===== src/rtl/accSeqPkg.sv =====
package accSeqPkg;
  localparam int OPC_W = 4;
  localparam int CW_W  = 12;

  typedef enum logic [OPC_W-1:0] {
    OP_LOAD = 4'b0000,
    OP_ADD  = 4'b0001,
    OP_SUB  = 4'b0010,
    OP_SHOW = 4'b0011,
    OP_STOP = 4'b1111
  } opcode_e;

  // Field order fixes bit order: pcToBus is bit 11, outLoad is bit 0.
  typedef struct packed {
    logic pcToBus;
    logic pcInc;
    logic irToBus;
    logic irLoad;
    logic accToBus;
    logic accLoad;
    logic subSel;
    logic aluToBus;
    logic opLoad;
    logic marLoad;
    logic ramToBus;
    logic outLoad;
  } strobes_t;
endpackage


===== src/rtl/tStateRing.sv =====
module tStateRing #(
  parameter int NUM_T = 6
) (
  input  logic             clk,
  input  logic             clr,
  input  logic             freeze,
  output logic [NUM_T-1:0] tState
);
  localparam logic [NUM_T-1:0] FIRST = NUM_T'(1);

  logic [NUM_T-1:0] rotated;
  logic             isOneHot;

  // Rotate by one place: the last state wraps back to the first.
  genvar i;
  generate
    for (i = 0; i < NUM_T; i++) begin : g_rot
      if (i == 0) begin : g_wrap
        assign rotated[i] = tState[NUM_T-1];
      end else begin : g_step
        assign rotated[i] = tState[i-1];
      end
    end
  endgenerate

  assign isOneHot = (tState != '0) && ((tState & (tState - FIRST)) == '0);

  always_ff @(posedge clk) begin
    if (clr) begin
      tState <= FIRST;
    end else if (!isOneHot) begin
      tState <= FIRST;
    end else if (!freeze) begin
      tState <= rotated;
    end
  end
endmodule


===== src/rtl/ctrlDecode.sv =====
module ctrlDecode
  import accSeqPkg::*;
#(
  parameter int NUM_T = 6
) (
  input  logic             clk,
  input  logic             clr,
  input  logic [OPC_W-1:0] opcode,
  input  logic [NUM_T-1:0] tState,
  output strobes_t         strobes,
  output logic             haltReg,
  output logic             freeze
);
  localparam int T_ADDR = 3;
  localparam int T_OPER = 4;
  localparam int T_EXEC = 5;

  logic isLoad, isAdd, isSub, isShow, isStop, isMem, isArith, stopNow;

  always_comb begin
    isLoad  = (opcode == OP_LOAD);
    isAdd   = (opcode == OP_ADD);
    isSub   = (opcode == OP_SUB);
    isShow  = (opcode == OP_SHOW);
    isStop  = (opcode == OP_STOP);
    isArith = isAdd | isSub;
    isMem   = isLoad | isArith;
  end

  assign stopNow = tState[T_ADDR] & isStop & ~haltReg;
  assign freeze  = haltReg | stopNow;

  always_ff @(posedge clk) begin
    if (clr) begin
      haltReg <= 1'b0;
    end else if (stopNow) begin
      haltReg <= 1'b1;
    end
  end

  always_comb begin
    strobes = '0;
    if (!haltReg) begin
      if (tState[0]) begin
        strobes.pcToBus = 1'b1;
        strobes.marLoad = 1'b1;
      end else if (tState[1]) begin
        strobes.pcInc = 1'b1;
      end else if (tState[2]) begin
        strobes.ramToBus = 1'b1;
        strobes.irLoad   = 1'b1;
      end else if (tState[T_ADDR]) begin
        if (isMem) begin
          strobes.irToBus = 1'b1;
          strobes.marLoad = 1'b1;
        end else if (isShow) begin
          strobes.accToBus = 1'b1;
          strobes.outLoad  = 1'b1;
        end
      end else if (tState[T_OPER]) begin
        if (isLoad) begin
          strobes.ramToBus = 1'b1;
          strobes.accLoad  = 1'b1;
        end else if (isArith) begin
          strobes.ramToBus = 1'b1;
          strobes.opLoad   = 1'b1;
        end
      end else if (tState[T_EXEC]) begin
        if (isArith) begin
          strobes.aluToBus = 1'b1;
          strobes.accLoad  = 1'b1;
          strobes.subSel   = isSub;
        end
      end
    end
  end
endmodule


===== src/rtl/accSequencer.sv =====
module accSequencer
  import accSeqPkg::*;
#(
  parameter int NUM_T = 6
) (
  input  logic             clk,
  input  logic             clr,
  input  logic [OPC_W-1:0] opcode,
  output logic [CW_W-1:0]  ctrlWord,
  output logic             halted
);
  logic [NUM_T-1:0] tState;
  logic             freeze;
  strobes_t         strobes;

  tStateRing #(.NUM_T(NUM_T)) ring_i (
    .clk    (clk),
    .clr    (clr),
    .freeze (freeze),
    .tState (tState)
  );

  ctrlDecode #(.NUM_T(NUM_T)) dec_i (
    .clk     (clk),
    .clr     (clr),
    .opcode  (opcode),
    .tState  (tState),
    .strobes (strobes),
    .haltReg (halted),
    .freeze  (freeze)
  );

  assign ctrlWord = strobes;
endmodule


===== config.mk =====
export PLATFORM = sky130hd
export DESIGN_NAME = accSequencer
export DESIGN_NICKNAME = d
export VERILOG_FILES = /design/src/rtl/accSeqPkg.sv /design/src/rtl/tStateRing.sv /design/src/rtl/ctrlDecode.sv /design/src/rtl/accSequencer.sv
export SDC_FILE = /design/constraint.sdc
export NUM_CORES = 1
export LEC_CHECK = 0
export BUFFER_PORTS_ARGS = -buffer_cell sky130_fd_sc_hd__buf_2
export CAP_MARGIN = 15
export CORE_AREA = 5 5 42 44
export CTS_BUF_LIST = sky130_fd_sc_hd__clkbuf_4 sky130_fd_sc_hd__clkbuf_8
export DETAILED_ROUTE_END_ITERATION = 6
export DIE_AREA = 0 0 47 49
export GPL_ROUTABILITY_DRIVEN = 0
export GPL_TIMING_DRIVEN = 0
export PLACE_DENSITY_LB_ADDON = 0.12
export SETUP_SLACK_MARGIN = 0.2
export SLEW_MARGIN = 0
export SYNTH_ARGS = -nofsm -noshare
export SYNTH_HDL_FRONTEND = slang
export SYNTH_HIERARCHICAL = 1
export SYNTH_SLANG_ARGS = --single-unit

===== constraint.sdc =====
create_clock -name clk -period 3.82 [get_ports clk]
set_clock_uncertainty 0.1 [all_clocks]
set_input_delay 0.573 -clock clk [delete_from_list [all_inputs] [get_ports clk]]
set_output_delay 0.573 -clock clk [all_outputs]
set_load 0.01 [all_outputs]

==> impl_metrics.csv <==
group,metric,value,unit
cts,cts_buffers,3,
cts,cts-root-buf,"clkbuf_4",
sta,setup_viol,0,
cts,clkLatencyLatePin,250,ps
sta,post-route-period-util,0.580,
power_and_ir_drop,p_leak,0.265,nW
yosys,yosys.cell_types.count,29,
critical_path,worstSetupStartpointType,"primary input",
critical_path,reg2reg_slack,1880,ps
yosys,synth_area_leaders,"dfxtp_1, mux2i_1, nor4_1",
sta,rsz0062_at_grt,"false",
yosys,yosysSeqAreaShare,0.278,
drt,first_pass_iters,3,
layout,drive_above_1_share,0.354,
grt,antenna_found_initial,0,
min_path,min_to,"dec_i/haltReg",
power_and_ir_drop,switchingPower,0.138,mW
min_path,hold_path.class,"primary input to register",
layout,n_fill_cell,145,
power_and_ir_drop,p_total,0.329,mW
grt,grt_overflow,0,
sta,hold_ws,470,ps
yosys,synth_area,504,um2
floorplanning,io_pins,19,
layout,seqCellArea,140,um2
power_and_ir_drop,power_density,511,mW/mm2
power_and_ir_drop,power.share.clock,0.230,
critical_path,r2r-start,"ring_i/tState[3]",
grt,grt_usage,0.107,
placement,dp_cells,91,
yosys,synth_edf_count,0,
layout,multi_input_area,353,um2
sta,max_slew_margin,0.665,
layout,num_antenna_cells,0,
power_and_ir_drop,ir_drop,0.000285,V
sta,max_freq,451,MHz
cts,clk_pin_slew_worst_paths,50,ps
floorplanning,num_rows,14,
power_and_ir_drop,p_seq_frac,0.404,
cts,htreeDepth,1,
floorplanning,die_y,49,um
yosys,ys_async_sr_fraction,0,
yosys,synth_top_area_frac,0.278,
yosys,post_synth.cell_area_avg,8.85,um2
sta,slew_viol_final,0,
grt,grt_pass1_wl,1.81,mm
sta,worst_slew_pin_slew,489,ps
sta,final.setup.tns,0,ps
drt,drc,0,
cts,cts_tree,"done",
grt,grt_pass1_vias,428,
cts,cts_buffer_depth,2,
yosys,yosysWarnings,6,
floorplanning,start_util,0.360,
placement,port_buffers,18,
cts,cts_sinks,7,
yosys,syn_inst,57,
critical_path,worstSetupPathType,"primary input to output pin",
critical_path,endpoint_kind,"output pin",
layout,syn_to_final_growth,27.8,%
drt,ant_nets,0,
critical_path,r2r-end,"ring_i/tState[0]",
drt,num_vias,504,
job,maxCapViolCount,0,
grt,grt_max_degree,12,
placement,dpl.hpwl,843,um
floorplanning,die-area,0.00230,mm2
critical_path,worstPathMaxFanout,4,
outcome,outcome,"completed",
yosys,syn-num-nets,63,
yosys,synth_commonest_cells,"dfxtp_1, mux2i_1, nor4_1, nor2_1, nor2b_1",
min_path,min_from,"clr",
yosys,ys.flop_type,"dfxtp_1",
power_and_ir_drop,combPwrFrac,0.366,
yosys,yosys_register_bits,7,
cts,ctsHoldBuffers,0,
critical_path,reg2regPathDepth,6,
drt,wire_per_inst,12.1,um
layout,fin_cells,95,
sta,hold_viol_final,0,
placement,dpl_cell_area,614,um2
power_and_ir_drop,netSwitchingFraction,0.418,
sta,period_minus_slack,2220,ps
critical_path,cp.required,3150,ps
layout,fin_area,644,um2
drt,drtIter0Drc,6,
layout,num-nets-final,86,
cts,cts_resized,0,
power_and_ir_drop,p_int,0.192,mW
min_path,hold_path_depth,2,
floorplanning,coreArea,0.00140,mm2
critical_path,crit_arrival,1540,ps
drt,routed_wirelength,1.15,mm
cts,postCtsSetupRepairBufs,0,
drt,via_per_inst,5.31,
yosys,synth_top_cell_by_area,"dfxtp_1",
floorplanning,dieWidth,47,um
-- logic make-up (layout without fill, tap and decap cells) --
logic type / Yosys count / in the layout / synth area share
buffers and inverters: 2 / 24 / 0.0223
DFF: 7 / 7 / 0.278
and+or+nand+nor: 30 / 30 / 0.390
xor gates and xnor gates: 2 / 2 / 0.0347
AOI/OAI and AO/OA: 9 / 9 / 0.136
muxes: 7 / 7 / 0.139
-- worst max-delay path, cell delays in order --
cell and delay [ps]:
buf_2 120, nor3_4 240, nand2_1 150, nor4_1 280, buf_2 180
-- power by group through the flow --
stage	Clock [mW]	Combinational (mW)	Sequential, mW
final	0.0758	0.121	0.133
after global routing	0.0861	0.135	0.137
after CTS	0.0797	0.122	0.132
after detailed placement	0	0.121	0.134
after global placement	0	0.122	0.134
after floorplan	0	0.0907	0.122
-- area by class of cell --
class                   count  share of cell area
repair buffers             18               0.140
well taps                  16              0.0311
clock buffers               4              0.0466
multi-input cells          48               0.548
plain buffers               2              0.0175
flip-flops and latches      7               0.217
-- worst max-delay path by stage --
| stage | from | to | slack [ps] | cells after the start |
|---|---|---|---|---|
| after floorplan | opcode[3] | ctrlWord[3] | 1790 | 3 |
| after global placement | opcode[1] | ring_i/tState[0] | 1600 | 7 |
| after detailed placement | opcode[3] | ctrlWord[5] | 1610 | 5 |
| after CTS | ring_i/tState[4] | ctrlWord[6] | 1610 | 3 |
| after global routing | opcode[3] | ctrlWord[4] | 1520 | 5 |
| final | opcode[3] | ctrlWord[5] | 1600 | 5 |
-- registers in the layout (all words and copies together), names as in the netlist --
register / cells
ring_i/tState: 6
dec_i/haltReg: 1
-- placed cells by master (no fill, tap or decap), types with 3 or more instances in the layout --
master,netlist,final
buf_2,0,18
clkbuf_4,0,4
mux2i_1,7,7
nor2_1,5,5
nor2b_1,3,3
dfxtp_1,7,7
nor4_1,6,6
-- through the flow --
step | worst slack (ps) | util
2_1_floorplan | 1790 | -
3_3_place_gp | 1600 | 0.438
3_5_place_dp | 1610 | 0.438
4_1_cts | 1610 | 0.460
5_1_grt | 1520 | 0.460
6_report | 1600 | 0.460
-- metal layers --
metal	global-route usage	wire length (um)	vias up
met5	0	0	-
met4	0.0691	21	0
met3	0.0369	96	3
met2	0.149	500	15
met1	0.135	527	222
li1	-	-	264
(Power assumes the default switching activity.)
